`src/rtl/oneshot_gen.sv`:
```
`timescale 1ns/1ps
module oneshot_gen #(
  parameter int CNT_W       = 16,
  parameter int SYNC_STAGES = 2
) (
  input  logic             clk,
  input  logic             rst_n,
  input  logic [1:0]       trig_sel,
  input  logic             sw_strobe,
  input  logic             ext_trig_in,
  input  logic             tmr_trig_in,
  input  logic             retrig_en,
  input  logic [CNT_W-1:0] delay_cmp,
  input  logic [CNT_W-1:0] period_top,
  output logic             busy,
  output logic             pulse_out
);

  localparam logic [1:0] SEL_SW  = 2'b00;
  localparam logic [1:0] SEL_EXT = 2'b01;
  localparam logic [1:0] SEL_TMR = 2'b10;

  logic [SYNC_STAGES-1:0] ext_sync;
  logic                   ext_prev;
  logic                   ext_rise;
  logic                   trig_pick;
  logic                   accept;
  logic                   busy_q;
  logic [CNT_W-1:0]       cnt_q, cmp_q, top_q;
  logic                   at_top;

  always_ff @(posedge clk or negedge rst_n) begin
    if (!rst_n) begin
      ext_sync <= '0;
      ext_prev <= 1'b0;
    end else begin
      ext_sync <= {ext_sync[SYNC_STAGES-2:0], ext_trig_in};
      ext_prev <= ext_sync[SYNC_STAGES-1];
    end
  end

  assign ext_rise = ext_sync[SYNC_STAGES-1] & ~ext_prev;

  always_comb begin
    case (trig_sel)
      SEL_SW:  trig_pick = sw_strobe;
      SEL_EXT: trig_pick = ext_rise;
      SEL_TMR: trig_pick = tmr_trig_in;
      default: trig_pick = 1'b0;
    endcase
  end

  assign accept = trig_pick & (~busy_q | retrig_en);
  assign at_top = (cnt_q == top_q);

  always_ff @(posedge clk or negedge rst_n) begin
    if (!rst_n) begin
      busy_q <= 1'b0;
      cnt_q  <= '0;
      cmp_q  <= '0;
      top_q  <= '0;
    end else if (accept) begin
      busy_q <= 1'b1;
      cnt_q  <= '0;
      cmp_q  <= delay_cmp;
      top_q  <= period_top;
    end else if (busy_q) begin
      if (at_top) busy_q <= 1'b0;
      else        cnt_q  <= cnt_q + 1'b1;
    end
  end

  assign busy      = busy_q;
  assign pulse_out = busy_q & (cnt_q >= cmp_q) & (cnt_q < top_q);

  p_start_zero_r1: assert property (@(posedge clk) disable iff (!rst_n)
    accept |=> busy_q && cnt_q == '0);

  p_stop_at_top_r3: assert property (@(posedge clk) disable iff (!rst_n)
    busy_q && at_top && !accept |=> !busy_q && $stable(cnt_q));

  p_ignore_busy_r5: assert property (@(posedge clk) disable iff (!rst_n)
    busy_q && !retrig_en && !at_top |=> busy_q && cnt_q == CNT_W'($past(cnt_q) + 1'b1));

  p_restart_r6: assert property (@(posedge clk) disable iff (!rst_n)
    busy_q && retrig_en && trig_pick |=> busy_q && cnt_q == '0);

  p_edge_once_r8: assert property (@(posedge clk) disable iff (!rst_n)
    ext_rise |=> !ext_rise);

  p_hold_cfg_r9: assert property (@(posedge clk) disable iff (!rst_n)
    busy_q && !accept |=> $stable(cmp_q) && $stable(top_q));

  p_idle_r11: assert property (@(posedge clk) disable iff (!rst_n)
    !busy_q && !accept |=> !busy_q && !pulse_out);

endmodule

```
`config.mk`:
```
export PLATFORM = sky130hd
export DESIGN_NAME = oneshot_gen
export DESIGN_NICKNAME = d
export VERILOG_FILES = /design/src/rtl/oneshot_gen.sv
export SDC_FILE = /design/constraint.sdc
export NUM_CORES = 1
export LEC_CHECK = 0
export BUFFER_PORTS_ARGS = -buffer_cell sky130_fd_sc_hd__buf_2
export CORE_ASPECT_RATIO = 0.8
export CORE_UTILIZATION = 58
export DETAILED_ROUTE_END_ITERATION = 10
export PLACE_DENSITY = 0.79
export SYNTH_ARGS = -nofsm -noshare
export SYNTH_HDL_FRONTEND = slang
export SYNTH_SLANG_ARGS = --single-unit
```
`constraint.sdc`:
```
create_clock -name clk -period 5.9 [get_ports clk]
set_clock_uncertainty 0.2 [all_clocks]
set_input_delay 0.295 -clock clk [delete_from_list [all_inputs] [get_ports clk]]
set_output_delay 0.295 -clock clk [all_outputs]
set_load 0.05 [all_outputs]
```
==> flow_summary.toml, run 1 <==
[cells_and_area]
stdcell_area_um2 = 3570
layout-drive-gt1-share_pct = 15.9
multi_input_area_um2 = 1440
fillCellCount = 339
antennaDiodeCount = 0
post-route-util_pct = 75.9
final_common_cell = "dfrtp_1"
seq_area_um2 = 1300
fin_nets = 450
area_growth_pct = 22.4
final_cell_mix = "dfrtp_1 (52), nand2_1 (41), buf_2 (41)"

[worst_hold_path]
holdPathStages = 3
hold_path_end = "top_q[2]$_DFFE_PN0P_"
hp-start = "period_top[2]"
min_path_type = "in -> reg"

[setup_path]
required_ns = 5.41
r2r-start = "busy$_DFF_PN0_"
cp-end-kind = "primary output"
reg2reg_depth = 5
cp_num_buf_inv = 1
path_depth = 7
slowest_delay_ns = 0.48
r2r-end = "cmp_q[0]$_DFFE_PN0P_"
crit_slowest_cell = "dfrtp_1"
worstPathMaxFanout = 8
path_delay_family = "compound AO/OA/AOI/OAI gates"
worstSetupPathType = "reg -> out"
rrSetupSlack_ns = 3.10
worstPathArrival_ns = 2.55
crit_start = "cnt_q[1]$_DFFE_PN0P_"
worstPathCellList = "ha_1 > nor2b_1 > o211ai_1 > a2111oi_0 > a2111o_1 > a211oi_1 > buf_2"
cp-start-kind = "register"

[synthesis]
syn_nets = 380
async_flop_share_pct = 100
ys.flop_type = "dfrtp_1"
synth_cell_types = 37
synth_top_area_share_pct = 44.6
synth-warning-count = 0
synth_edf_count = 0
yosysTopAreaCell = "dfrtp_1"
synth_cells = 307
ys_seq_area_share_pct = 44.6
syn-cell-area_um2 = 2920
syn_avg_cell_area_um2 = 9.50
synth_area_leaders = "dfrtp_1 (45%), ha_1 (14%), o21ai_0 (6.0%)"
synth-seq-cells = 52

[placement]
hpwl_mm = 4.17
portBuffers = 41
post_dp_cell_area_um2 = 3180
gp_congestion = 0.910

[floorplanning]
core-area_um2 = 4710
start_util_pct = 62.0
die_w_um = 81.3
num_rows = 22
fp.dieH_um = 65.4
dieArea_um2 = 5320
io_pins = 42

[drt]
drt_iter0_markers = 139
drc = 0
routedWlPerCell_um = 13.7
ant_nets = 0
viasPerCell = 5.37
firstDrtPassIters = 4
wl_mm = 6.00
vias = 2350

[sta]
max_slew_margin_pct = 17.1
whs_ns = 0.00267
setup_tns_ns = 0
final.period_utilization_pct = 51.6
slew_viol_final = 0
rsz0062_at_grt = "false"
max_freq_mhz = 329
finalSetupViolations = 0
fin_crit_ns = 3.04
worst_slew_pin_slew_ns = 1.24
hold_viol = 0

[power]
combPwrFrac_pct = 27.3
p_leak_nw = 1.75
seqPwrFrac_pct = 47.0
net-switching-power_w = 0.000297
p_sw_share_pct = 31.4
vdd_drop_max_uv = 224
internal_power_w = 0.000648
power_frac_clock_pct = 25.6
power.density_nw_per_um2 = 264

[run]
maxCapViolations = 0

[clock_network]
tritoncts = "yes"
clock_latency_ns = 0.31
cts_root_buf = "clkbuf_8"
clk_pin_slew_ns = 0.09
cts_made_buffers = 5
clock_path_buffers = 2
cts_sinks = 52
cts-htree-levels = 2

[grt]
grt_max_degree = 53
grt_usage_pct = 26.5
antenna_found_initial = 0
grt_pass1_vias = 2314
globalRouteOverflowTotal = 0
grt_pass1_wl_mm = 10.3

[status]
outcome = "complete, no violations"
-- stage by stage --
| stage | instances | total power [W] | worst slack [ns] |
|---|---|---|---|
| 6_report | 438 | 0.000944 | 2.86 |
| 3_5_place_dp | 402 | 0.000693 | 3.14 |
| 5_1_grt | 438 | 0.00101 | 2.69 |
| 3_3_place_gp | 402 | 0.000677 | 3.16 |
| 2_1_floorplan | 307 | 0.000616 | 2.75 |
| 4_1_cts | 437 | 0.000949 | 2.83 |
-- flip-flops by register name (all words and copies together), names as in the netlist --
register / cells
cmp_q: 16
cnt_q: 16
top_q: 16
ext_sync: 2
busy: 1
ext_prev: 1
-- worst max-delay path by stage --
| stage | endpoint |
|---|---|
| 2_1_floorplan | pulse_out |
| 3_3_place_gp | cmp_q[0]$_DFFE_PN0P_ |
| 3_5_place_dp | cmp_q[0]$_DFFE_PN0P_ |
| 4_1_cts | pulse_out |
| 5_1_grt | pulse_out |
| 6_report | pulse_out |
-- routing by layer --
metal  GRT usage, %  routed length, um
met5              0                  0
met4           10.5                107
met3           8.61                341
met2           40.1               2650
met1           35.0               2900
-- tightest hold or removal path, stage by stage --
cell,delay (ns)
buf_2,0.08
nand2_1,0.04
o21ai_0,0.07
-- layout make-up --
type	count	area share [%]
Inverter	37	3.89
Multi-Input combinational cell	209	40.3
Clock buffer	6	2.03
Tap cell	60	2.10
Clock inverter	2	0.981
Sequential cell	52	36.4
Timing Repair Buffer	72	14.2
-- cell families (layout without fill, tap and decap cells) --
kind of cell	count (synthesis)	count (layout)	share of synthesized area (%)
flops	52	52	44.6
xor+xnor	13	13	3.90
buf+inv	46	117	6.26
fa+ha+maj	33	33	14.2
compound gates	64	64	13.6
mux	3	3	1.12
simple gates	96	96	16.3
-- power by group through the flow --
stage	Sequential (W)	Clock, W	Combinational, W
finish	0.000444	0.000242	0.000258
global route	0.000451	0.000266	0.000295
CTS	0.000444	0.000247	0.000258
detailed placement	0.000451	0	0.000242
global placement	0.000449	0	0.000228
floorplan	0.000441	0	0.000175
-- repair_timing --
item                                   in CTS  in global routing
hold buffers                               27                  1
setup buffers                               0                  0
setup endpoints to repair                   0                  0
gates resized for setup                     0                  0
endpoints found under the hold margin      78                  1
-- synthesized netlist by cell type (all sizes together), types with 2 or more instances --
cell	number
clkbuf	6
nor2	18
nand2	41
dfrtp	52
inv	37
o41ai	2
a211oi	2
xnor2	12
buf	3
or3	2
a21oi	16
and4	3
nand3	9
or4	2
o21ai	37
nor4	3
nor2b	2
nand4	6
nor3	7
mux2	2
o211ai	3
ha	33
No activity file was read; power rests on OpenSTA's default activity.
==> run 2: changes to the inputs <==
- CORE_UTILIZATION: 58 -> 52
- PLACE_DENSITY: 0.79 -> 0.74
- clock period: 5.9 -> 2.75 ns (I/O delays scaled with it)
==> run 2 against run 1 <==
  * Sequential share of layout area fell by 1.1 points
  * Critical endpoint unchanged
  * Wire length grew 6.0%
  * Flip-flop and latch count is the same
  * Combinational power is 120% higher
  * Sequential power is 120% higher
  * Register-to-register slack lost 2.7 ns
==> flow_summary.toml, run 2 (synthesized netlist as in run 1, its figures left out) <==
[drt]
viasPerCell = 5.06
wl_mm = 6.36
ant_nets = 0
drt_iter0_markers = 159
routedWlPerCell_um = 13.7
firstDrtPassIters = 4
vias = 2341
drc = 0

[cells_and_area]
final_common_cell = "dfrtp_1"
final_cells = 463
final_cell_mix = "dfrtp_1 (51), nand2_1 (41), buf_2 (40)"
top_regs = "cmp_q: 16 flops, cnt_q: 16 flops, top_q: 16 flops"
area_growth_pct = 26.5
antennaDiodeCount = 0
layout-drive-gt1-share_pct = 17.0
stdcell_area_um2 = 3690
fin_nets = 460

[placement]
hpwl_mm = 4.58
post_dp_cell_area_um2 = 3240
gp_congestion = 0.829
place_inst = 421
portBuffers = 41

[floorplanning]
fp.dieH_um = 69.0
dieArea_um2 = 5910
num_rows = 23
die_w_um = 85.7
io_pins = 42
start_util_pct = 56.0
core-area_um2 = 5210

[clock_network]
cts-htree-levels = 2
clk_pin_slew_ns = 0.09
cts_root_buf = "clkbuf_8"
post-cts-setup-buffers = 0
tritoncts = "yes"
cts_made_buffers = 5
clock_path_buffers = 2
cts_sinks = 52
clock_latency_ns = 0.30

[sta]
hold_viol = 0
final.period_utilization_pct = 95.9
fin_crit_ns = 2.64
slew_viol_final = 0
worst_slew_pin_slew_ns = 0.647
rsz0062_at_grt = "false"
finalSetupViolations = 0
setup_tns_ns = 0
max_slew_margin_pct = 56.9
max_freq_mhz = 379

[grt]
globalRouteOverflowTotal = 0
grt_pass1_wl_mm = 10.7
grt_max_degree = 29
antenna_found_initial = 0
grt_pass1_vias = 2369
grt_usage_pct = 24.2

[setup_path]
worstSetupPathType = "reg -> out"
cp-end-kind = "primary output"
required_ns = 2.41
worstPathMaxFanout = 8
worstPathArrival_ns = 2.30
cp-start-kind = "register"

[run]
maxCapViolations = 0

[power]
power_w = 0.00203
vdd_drop_max_uv = 569
p_leak_nw = 1.79
power.density_nw_per_um2 = 551

[worst_hold_path]
min_path_type = "in -> reg"

[status]
outcome = "complete, no violations"
-- run 2: cell types whose count changed in the layout (fill, tap and decap cells not counted) --
cell / change
dfrtp_1: -1
buf_4: +5
a211oi_2: +1
buf_2: -1
dlygate4sd3_1: +6
dfrtp_2: +1
a211oi_1: -1
-- run 2: through the flow --
step,hold slack [ns],util (%),setup WS [ns]
floorplan,-0.358,-,0.233
global placement,-0.00147,62.1,0.394
detailed placement,0.000792,62.1,0.364
CTS,0.0741,70.7,0.00956
global route,0.0866,70.8,0.00175
finish,0.0831,70.8,0.112
-- run 2: layout make-up --
cell class / count / area, um^2
clock buffer: 6 / 72.6
clock inverter: 2 / 35.0
fill: 396 / 1520
inverter: 37 / 139
multi-input combinational: 209 / 1450
sequential: 52 / 1300
tap: 75 / 93.8
timing repair buffer: 82 / 601
-- run 2: repair_timing --
item                                    4_1_cts  5_1_grt
resized for setup                             0        3
endpoints found under the setup margin        0        1
hold buffers                                 34        0
endpoints found under the hold margin        59        0
-- run 2: layer usage --
| metal | routed length, um | global-route usage [%] | up-vias |
|---|---|---|---|
| met5 | 0 | 0 | - |
| met4 | 67 | 7.50 | 0 |
| met3 | 198 | 3.93 | 7 |
| met2 | 2870 | 40.9 | 48 |
| met1 | 3230 | 32.5 | 1082 |
| li1 | - | - | 1204 |
-- run 2: final timing paths --
kind,from,endpoint,slack (ns),depth (start not counted)
max in group asynchronous,rst_n,cnt_q[1]$_DFFE_PN0P_,1.49,3
hold / removal,trig_sel[0],top_q[12]$_DFFE_PN0P_,0.08,3
setup / recovery,cnt_q[1]$_DFFE_PN0P_,pulse_out,0.11,7
min in group asynchronous,rst_n,top_q[4]$_DFFE_PN0P_,0.19,2
hold reg to reg,ext_sync[0]$_DFF_PN0_,ext_sync[1]$_DFF_PN0_,0.16,0
setup reg to reg,cnt_q[11]$_DFFE_PN0P_,cnt_q[15]$_DFFE_PN0P_,0.37,7
-- run 2: power breakdown --
| part | switching [W] | total (W) | internal (W) | leakage, nW |
|---|---|---|---|---|
| registers | 0.0000746 | 0.000955 | 0.000880 | 0.653 |
| clock network | 0.000241 | 0.000512 | 0.000270 | 0.0552 |
| logic | 0.000316 | 0.000565 | 0.000250 | 1.08 |
-- run 2: critical path, stage by stage (launching register included) --
cell	delay [ns]
dfrtp_2	0.46
ha_1	0.32
nor2b_1	0.14
o211ai_1	0.14
a2111oi_0	0.12
a2111o_1	0.40
a211oi_2	0.18
buf_4	0.24
